File: src/rtl/vtdc_eval_pkg.sv
package vtdc_eval_pkg;
    typedef enum logic [1:0] {
        ST_IDLE   = 2'd0,
        ST_COARSE = 2'd1,
        ST_FINE   = 2'd2,
        ST_READY  = 2'd3
    } vtdc_state_t;
endpackage

File: src/rtl/vtdc_sat_counter.sv
module vtdc_sat_counter #(
    parameter int W = 11
) (
    input  logic         clk,
    input  logic         rst_n,
    input  logic         clr,
    input  logic         inc,
    output logic [W-1:0] cnt
);
    localparam logic [W-1:0] TOP = {W{1'b1}};

    always_ff @(posedge clk or negedge rst_n) begin
        if (!rst_n) begin
            cnt <= '0;
        end else if (clr) begin
            cnt <= '0;
        end else if (inc && (cnt != TOP)) begin
            cnt <= cnt + 1'b1;
        end
    end
endmodule

File: src/rtl/vtdc_calc.sv
module vtdc_calc #(
    parameter int CNT_W      = 11,
    parameter int CODE_W     = 11,
    parameter int SLOW_RATIO = 8
) (
    input  logic [CNT_W-1:0]  coarse,
    input  logic [CNT_W-1:0]  fine,
    input  logic              force_max,
    input  logic              sign,
    output logic [CODE_W-1:0] code,
    output logic [CODE_W:0]   ctl
);
    localparam int RW = $clog2(SLOW_RATIO + 1);
    localparam int PW = ((CNT_W > CODE_W) ? CNT_W : CODE_W) + RW + 1;
    localparam logic [CODE_W-1:0] MAXC = {CODE_W{1'b1}};

    logic [PW-1:0]   sum;
    logic [CODE_W:0] mag;

    always_comb begin
        sum  = PW'(coarse) * PW'(SLOW_RATIO) + PW'(fine);
        if (force_max || (sum > PW'(MAXC))) begin
            code = MAXC;
        end else begin
            code = sum[CODE_W-1:0];
        end
        mag = {1'b0, code};
        ctl = sign ? (~mag + 1'b1) : mag;
    end
endmodule

File: src/rtl/vtdc_count_eval.sv
module vtdc_count_eval
    import vtdc_eval_pkg::*;
#(
    parameter int CODE_W     = 11,
    parameter int SLOW_RATIO = 8,
    parameter int CNT_W      = CODE_W
) (
    input  logic              clk,
    input  logic              rst_n,
    input  logic              ref_start,
    input  logic              fb_stop,
    input  logic              slow_tick,
    input  logic              fast_tick,
    input  logic              catch_up,
    input  logic              sign_in,
    input  logic              read_stb,
    input  logic [CNT_W-1:0]  fine_limit,
    output logic              busy,
    output logic              timeout,
    output logic [CODE_W-1:0] out_code,
    output logic              out_sign,
    output logic [CODE_W:0]   ctl_word
);
    localparam logic [CODE_W-1:0] MAXC = {CODE_W{1'b1}};

    vtdc_state_t       state_q, state_d;
    logic [CNT_W-1:0]  coarse_cnt, fine_cnt;
    logic [CNT_W:0]    fine_next;
    logic              start_acc, stop_acc, catch_acc, read_acc;
    logic              coarse_inc, fine_inc, limit_hit;
    logic              sign_q, timeout_q;
    logic [CODE_W-1:0] code_calc;
    logic [CODE_W:0]   ctl_calc;

    // qualified events
    always_comb begin
        start_acc  = (state_q == ST_IDLE)   && ref_start;
        stop_acc   = (state_q == ST_COARSE) && fb_stop;
        coarse_inc = (state_q == ST_COARSE) && slow_tick && !fb_stop;
        catch_acc  = (state_q == ST_FINE)   && catch_up;
        fine_inc   = (state_q == ST_FINE)   && fast_tick && !catch_up;
        fine_next  = {1'b0, fine_cnt} + 1'b1;
        limit_hit  = fine_inc && (fine_next >= {1'b0, fine_limit});
        read_acc   = (state_q == ST_READY)  && read_stb;
    end

    // next state
    always_comb begin
        state_d = state_q;
        unique case (state_q)
            ST_IDLE:   if (ref_start)              state_d = ST_COARSE;
            ST_COARSE: if (fb_stop)                state_d = ST_FINE;
            ST_FINE:   if (catch_up || limit_hit)  state_d = ST_READY;
            ST_READY:  if (read_stb)               state_d = ST_IDLE;
            default:                               state_d = ST_IDLE;
        endcase
    end

    // state register
    always_ff @(posedge clk or negedge rst_n) begin
        if (!rst_n) state_q <= ST_IDLE;
        else        state_q <= state_d;
    end

    vtdc_sat_counter #(.W(CNT_W)) u_coarse (
        .clk(clk), .rst_n(rst_n), .clr(start_acc), .inc(coarse_inc), .cnt(coarse_cnt)
    );

    vtdc_sat_counter #(.W(CNT_W)) u_fine (
        .clk(clk), .rst_n(rst_n), .clr(start_acc), .inc(fine_inc), .cnt(fine_cnt)
    );

    vtdc_calc #(.CNT_W(CNT_W), .CODE_W(CODE_W), .SLOW_RATIO(SLOW_RATIO)) u_calc (
        .coarse(coarse_cnt), .fine(fine_cnt), .force_max(timeout_q),
        .sign(sign_q), .code(code_calc), .ctl(ctl_calc)
    );

    // flags and result bank
    always_ff @(posedge clk or negedge rst_n) begin
        if (!rst_n) begin
            sign_q    <= 1'b0;
            timeout_q <= 1'b0;
            out_code  <= '0;
            out_sign  <= 1'b0;
            ctl_word  <= '0;
        end else begin
            if (stop_acc)       sign_q    <= sign_in;
            if (start_acc)      timeout_q <= 1'b0;
            else if (limit_hit) timeout_q <= 1'b1;
            if (read_acc) begin
                out_code <= code_calc;
                out_sign <= sign_q;
                ctl_word <= ctl_calc;
            end
        end
    end

    always_comb begin
        busy    = (state_q == ST_COARSE) || (state_q == ST_FINE);
        timeout = timeout_q;
    end


    start_clear_chk: assert property (@(posedge clk) disable iff (!rst_n)
        start_acc |=> (coarse_cnt == '0 && fine_cnt == '0 && busy));


    coarse_hold_chk: assert property (@(posedge clk) disable iff (!rst_n)
        (state_q == ST_FINE) |=> $stable(coarse_cnt));


    catch_end_chk: assert property (@(posedge clk) disable iff (!rst_n)
        catch_acc |=> (state_q == ST_READY && !busy));


    timeout_sat_chk: assert property (@(posedge clk) disable iff (!rst_n)
        (state_q == ST_READY && timeout_q) |-> (code_calc == MAXC));


    bank_hold_chk: assert property (@(posedge clk) disable iff (!rst_n)
        !read_acc |=> ($stable(out_code) && $stable(ctl_word) && $stable(out_sign)));


    ready_hold_chk: assert property (@(posedge clk) disable iff (!rst_n)
        (state_q == ST_READY && !read_stb) |=> (state_q == ST_READY));
endmodule

File: config.mk
export PLATFORM = sky130hd
export DESIGN_NAME = vtdc_count_eval
export DESIGN_NICKNAME = d
export VERILOG_FILES = /design/src/rtl/vtdc_eval_pkg.sv /design/src/rtl/vtdc_sat_counter.sv /design/src/rtl/vtdc_calc.sv /design/src/rtl/vtdc_count_eval.sv
export SDC_FILE = /design/constraint.sdc
export NUM_CORES = 1
export LEC_CHECK = 0
export ABC_AREA = 1
export BUFFER_PORTS_ARGS = -buffer_cell sky130_fd_sc_hd__buf_2
export CORE_MARGIN = 4
export CORE_UTILIZATION = 55
export CTS_CLUSTER_DIAMETER = 50
export CTS_CLUSTER_SIZE = 24
export DETAILED_ROUTE_END_ITERATION = 10
export GPL_ROUTABILITY_DRIVEN = 0
export PLACE_DENSITY_LB_ADDON = 0.25
export SLEW_MARGIN = 20
export SYNTH_ARGS = -nofsm -noshare
export SYNTH_HDL_FRONTEND = slang
export SYNTH_HIERARCHICAL = 1
export SYNTH_SLANG_ARGS = --single-unit
export TNS_END_PERCENT = 30
File: constraint.sdc
create_clock -name clk -period 3.8 [get_ports clk]
set_clock_uncertainty 0.05 [all_clocks]
set_input_delay 0.19 -clock clk [delete_from_list [all_inputs] [get_ports clk]]
set_output_delay 0.19 -clock clk [all_outputs]
set_load 0.02 [all_outputs]
# [Yosys cells after proc, flatten, opt, wreduce, memory -nomap -nowiden]
# Index checks and enable logic that the tools add are counted.
[classes] addsub=5 order_cmp=2 n_eq_ne=9 muxes=13 n_bitwise=1 reduce_logical=20
[op_table] cell="$mux 11" count=5
[op_table] cell="$add 11x1->11 const B" count=2
[op_table] cell="$ne 11x11->1 const B" count=2
[op_table] cell="$gt 16x11->1 const B" count=1
[op_table] cell="$add 14x11->15" count=1
[op_table] cell="$add 11x1->12 const B" count=1
[op_table] cell="$add 12x1->12 const B" count=1
[op_table] cell="$ge 12x11->1" count=1
[op_table] cell="$mux 12" count=1
[op_table] cell="$not 11->12" count=1
[op_table] cell="$logic_and 1x1->1" count=10
[op_table] cell="$mux 2" count=4
[op_table] cell="$pmux 2 s4" count=1
[op_table] cell="$ne 2x2->1 const B" count=3
[op_table] cell="$reduce_bool 2->1" count=3
[op_table] cell="$eq 2x2->1 const B" count=2
[op_table] cell="$reduce_and 4->1" count=1
[op_table] cell="$logic_or 1x1->1" count=3
[op_table] cell="$eq 2x1->1 const B" count=1
[op_table] cell="$logic_not 1->1" count=2
[op_table] cell="$logic_not 2->1" count=1
[op_table] cell="$mux 1" count=2
[op_table] cell="$ne 2x1->1 const B" count=1
[word_totals] regBits=50 in_bits=20 output_inout_bits=26 wordCells=58

# [Depth between registers and ports, before layout]
[depth] word_depth=7 ltp_mapped=24 mapped_depth_nobuf=24

# [Modules after synthesis]
# Netlist, hierarchy kept.
[by_module_without_submodules] module="vtdc_count_eval" n_inst=1 cells_each=185 area_per_inst_um2=1722.9 seq_area_each_um2=700.7
[by_module_without_submodules] module="vtdc_sat_counter" n_inst=2 cells_each=93 area_per_inst_um2=701.9 seq_area_each_um2=275.3
[by_module_without_submodules] module="vtdc_calc" n_inst=1 cells_each=136 area_per_inst_um2=792.0 seq_area_each_um2=0.0

# [Least setup slack after synthesis]
# No wires, ideal clock.
[synth_timing] path_kind="reg2reg" startpoint="register u_fine.cnt[3]" endpoint="register ctl_word[10]" setup_time_ns=0.125 arrival_time_ns=2.969 t_required_ns=3.625 setup_slack_ns=0.656 path_stages_with_launch=24 n_path_buf=0 synth_period_minus_slack_ns=3.144 cell_sequence="dfrtp_1 > ha_1 > inv_1 > fa_1 > inv_1 > nand2_1 > nand2_1 > nand3_2 > a21oi_2 > nand2_2 > nand2_1 > nand3_4 > nor2_1 > ha_1 > inv_1 > nor2_1 > nand4_1 > nand2_1 > nand2_1 > nor2_1 > nand3_1 > nand2_1 > inv_1 > mux2_2"
[synth_between] elab_chain_len=7
[synth_lines] element="start: declaration" line="vtdc_sat_counter.sv:8" text="output logic [W-1:0] cnt"
[synth_lines] element="start signal: assignment" line="vtdc_sat_counter.sv:18" text="cnt <= cnt + 1'b1;"
[synth_lines] element="$add 14x11->15 *" line="vtdc_calc.sv:21" text="sum = PW'(coarse) * PW'(SLOW_RATIO) + PW'(fine);"
[synth_lines] element="$gt 16x11->1" line="vtdc_calc.sv:22" text="if (force_max || (sum > PW'(MAXC))) begin"
[synth_lines] element="$logic_or 1x1->1" line="vtdc_calc.sv:22"
[synth_lines] element="$mux 11 *" line="vtdc_calc.sv:22"
[synth_lines] element="$not 11->12" line="vtdc_calc.sv:28" text="ctl = sign ? (~mag + 1'b1) : mag;"
[synth_lines] element="$add 12x1->12" line="vtdc_calc.sv:28"
[synth_lines] element="$mux 12 *" line="vtdc_calc.sv:28"
[synth_lines] element="named net ctl_calc[10]" line="vtdc_count_eval.sv:33" text="logic [CODE_W:0] ctl_calc;"
[synth_lines] element="end signal: assignment" line="vtdc_count_eval.sv:93" text="ctl_word <= ctl_calc;"
[synth_lines] element="end: declaration" line="vtdc_count_eval.sv:22" text="output logic [CODE_W:0] ctl_word"
# Mark *: on every way through the listed nets, which the timed path passes. The rest lies on a longest branch.
# A chain may end at the register's enable or synchronous reset.

# [Worst setup path after layout]
# Ends and elaborated chain as after synthesis.

==> results_dict.tcl <==
set metrics [dict create \
    initial_core_util 0.570 \
    path_buf_inv 4 \
    drtIter0Drc 189 \
    cap_violations 0 \
    end_kind "flop" \
    postSynthAreaPerCell_um2 7.73 \
    ys_seq_area_frac 0.319 \
    syn_area_mm2 0.00392 \
    worst_slew_pin_slew_ns 0.958 \
    final.setup.tns_ns 0 \
    synth_async_sr_flop_share 1.00 \
    fp.dieArea_mm2 0.00854 \
    dp_cells 644 \
    ir_worst_vdd_mv 0.348 \
    die_w_um 92.4 \
    start_kind "flop" \
    synth_cell_types 34 \
    die_h_um 92.4 \
    cts_tree "done" \
    drive_above_1_share 0.207 \
    cpLargestDelayFamily "simple AND/OR/NAND/NOR gates" \
    insertion_delay_ns 0.29 \
    post_cts_buffers 0 \
    vias_per_cell 5.13 \
    antenna_found_initial 0 \
    grt_pass1_vias 3303 \
    setup_viol 0 \
    arrival_ns 3.57 \
    synth_warnings 6 \
    outcome "completed" \
    crit_chain "ha_1 -> inv_1 -> fa_1 -> inv_1 -> nand2_1 -> nand2_1 -> nand3_2 -> a21oi_2 -> nand2_2 -> nand2_1 -> nand3_4 -> nor2_1 -> ha_1 -> inv_1 -> nor2_1 -> nand4_1 -> nand2_1 -> nand2_1 -> nor2_1 -> nand3_1 -> nand2_1 -> inv_1 -> mux2_2" \
    clock_sink_count 50 \
    vias 3342 \
    totalWireLength_um 8450 \
    htree_levels 2 \
    rsz0062_at_grt "false" \
    ant_nets 0 \
    final_min_period_over_clock_period 0.906 \
    required_ns 3.93 \
    critPathSlowestCell "dfrtp_2" \
    numPortBuffers 45 \
    overflow 0 \
    firstDrtPassIters 4 \
    whs_ns 0.0781 \
    rr_worst_depth 23 \
    max_freq_mhz 290 \
    hold_depth 2 \
    grt_pass1_wl_um 14500 \
    drv_slew 0 \
    slew_headroom 0.360 \
    dp_hpwl_um 6540 \
    syn2layout_area_growth_pct 10.4 \
    hp-class "in -> reg" \
    hold_viol 0 \
    coreArea_mm2 0.00687 \
    post-route-min-period_ns 3.44 \
    power_leakage_uw 0.00240 \
    r2r-end "ctl_word[10]$_DFFE_PN0P_" \
    synth_edf_count 0 \
    syn_inst 507 \
    holdPathEnd "sign_q$_DFFE_PN0P_" \
    crit_type "reg -> reg" \
    fillCellCount 637 \
    grt_max_degree 51 \
    antenna_cells 0 \
    clk_pin_slew_ns 0.09 \
    wl_per_cell_um 13.0 \
    clockRootBuffer "clkbuf_8" \
    powerDensity_mw_per_mm2 513 \
    synth_seq_cells 50 \
    syn_nets 556 \
    clockBufferDepth 2 \
    crit_fanout 9 \
    cpMostUsedCell "nand2_1" \
    final_cells 652 \
    num_rows 30 \
    cts_made_buffers 5 \
    finalNetCount 605 \
    r2r_slack_ns 0.36 \
    crit-reg2reg-launch "u_fine/cnt[3]$_DFFE_PN0P_" \
    grtUsageTotal 0.206 \
    drc 0 \
    min_from "fb_stop" \
    synthFlopType "dfrtp_1" \
    max_stage_delay_ns 0.48 \
    boundaryPins 46 \
]
metal layers:
| metal | vias to the layer above | track usage | part of all wire |
|---|---|---|---|
| li1 | 1708 | - | - |
| met1 | 1566 | 0.257 | 0.44 |
| met2 | 58 | 0.358 | 0.50 |
| met3 | 10 | 0.0382 | 0.044 |
| met4 | 0 | 0.0656 | 0.014 |
| met5 | - | 0 | 0 |
cell usage after synthesis, drive strengths merged, types with 2 or more instances:
library cell / number / area, um^2
nor3: 6 / 51.3
xor2: 15 / 131
nand2: 131 / 549
dfrtp: 50 / 1250
nand3: 50 / 313
o21bai: 4 / 30.0
ha: 28 / 350
buf: 6 / 38.8
xnor2: 9 / 78.8
nand4: 7 / 43.8
inv: 83 / 312
nand3b: 2 / 15.0
nor2: 54 / 250
or2: 3 / 18.8
o21ai: 16 / 87.6
mux2: 24 / 270
a21oi: 16 / 95.1
registers in the layout, indices dropped and copies added (netlist names):
register	cells
sign_q	1
timeout	1
state_q	2
u_coarse/cnt	11
u_fine/cnt	11
out_code	11
out_sign	1
ctl_word	12
cell usage in the layout (no fill, tap or decap), drive strengths merged, types with 9 or more instances in the layout:
cell type	instances
xnor2	9
mux2	24
o21ai	16
nand3	50
ha	28
inv	83
nand2	131
nor2	54
a21oi	16
buf	47
dfrtp	50
xor2	15
how the worst max path moves through the flow:
stage / depth (start not counted) / from / end
6_report: 23 / u_fine/cnt[3]$_DFFE_PN0P_ / ctl_word[10]$_DFFE_PN0P_
2_1_floorplan: 23 / u_fine/cnt[3]$_DFFE_PN0P_ / ctl_word[10]$_DFFE_PN0P_
5_1_grt: 23 / u_fine/cnt[3]$_DFFE_PN0P_ / ctl_word[10]$_DFFE_PN0P_
4_1_cts: 23 / u_fine/cnt[3]$_DFFE_PN0P_ / ctl_word[10]$_DFFE_PN0P_
3_5_place_dp: 23 / u_fine/cnt[3]$_DFFE_PN0P_ / ctl_word[10]$_DFFE_PN0P_
3_3_place_gp: 23 / u_fine/cnt[3]$_DFFE_PN0P_ / ctl_word[10]$_DFFE_PN0P_
power breakdown:
part	switching (uW)	internal (uW)	total (uW)
clock	164	127	292
combinational	680	459	1140
sequential	118	674	791
total	961	1260	2220
cell type report:
| class | count | area (um^2) | area share |
|---|---|---|---|
| clock buffers | 7 | 76.3 | 0.0176 |
| repair buffers | 48 | 250 | 0.0578 |
| multi-input cells | 368 | 2320 | 0.535 |
| well taps | 96 | 120 | 0.0278 |
| flip-flops and latches | 50 | 1250 | 0.289 |
| inverters | 83 | 312 | 0.0720 |
worst reg2reg max path, stage by stage, from the launching register on:
cell and delay (ns):
dfrtp_2 0.48, ha_1 0.21, inv_1 0.05, fa_1 0.37, inv_1 0.06, nand2_1 0.05
nand2_1 0.09, nand3_2 0.08, a21oi_2 0.14, nand2_2 0.08, nand2_1 0.10, nand3_4 0.14
nor2_1 0.20, ha_1 0.18, inv_1 0.05, nor2_1 0.09, nand4_1 0.10, nand2_1 0.16
nand2_1 0.12, nor2_1 0.10, nand3_1 0.07, nand2_1 0.07, inv_1 0.03, mux2_2 0.25
timing repair:
item / 4_1_cts / 5_1_grt
endpoints found under the hold margin: 50 / 0
hold buffers: 1 / 0
gates resized for setup: 0 / 1
endpoints found under the setup margin: 0 / 1
logic make-up (layout without fill, tap and decap cells):
family                     Yosys count  count (layout)  synth area share
AOI/OAI and AO/OA                   38              38            0.0575
xor gates and xnor gates            24              24            0.0536
DFF                                 50              50             0.319
and+or+nand+nor                    253             253             0.317
adders and majority gates           29              29            0.0945
buffers and inverters               89             138            0.0894
muxes                               24              24            0.0690
stage by stage:
| stage | worst slack (ns) | power, uW | instance area (um^2) | utilization |
|---|---|---|---|---|
| final | 0.357 | 2220 | 4330 | 0.630 |
| after global placement | 0.430 | 1900 | 4240 | 0.617 |
| after detailed placement | 0.274 | 1950 | 4240 | 0.617 |
| after global routing | 0.0320 | 2420 | 4330 | 0.630 |
| after CTS | 0.244 | 2250 | 4330 | 0.630 |
| after floorplan | 0.656 | 1650 | 3920 | - |
(Power assumes the default switching activity.)
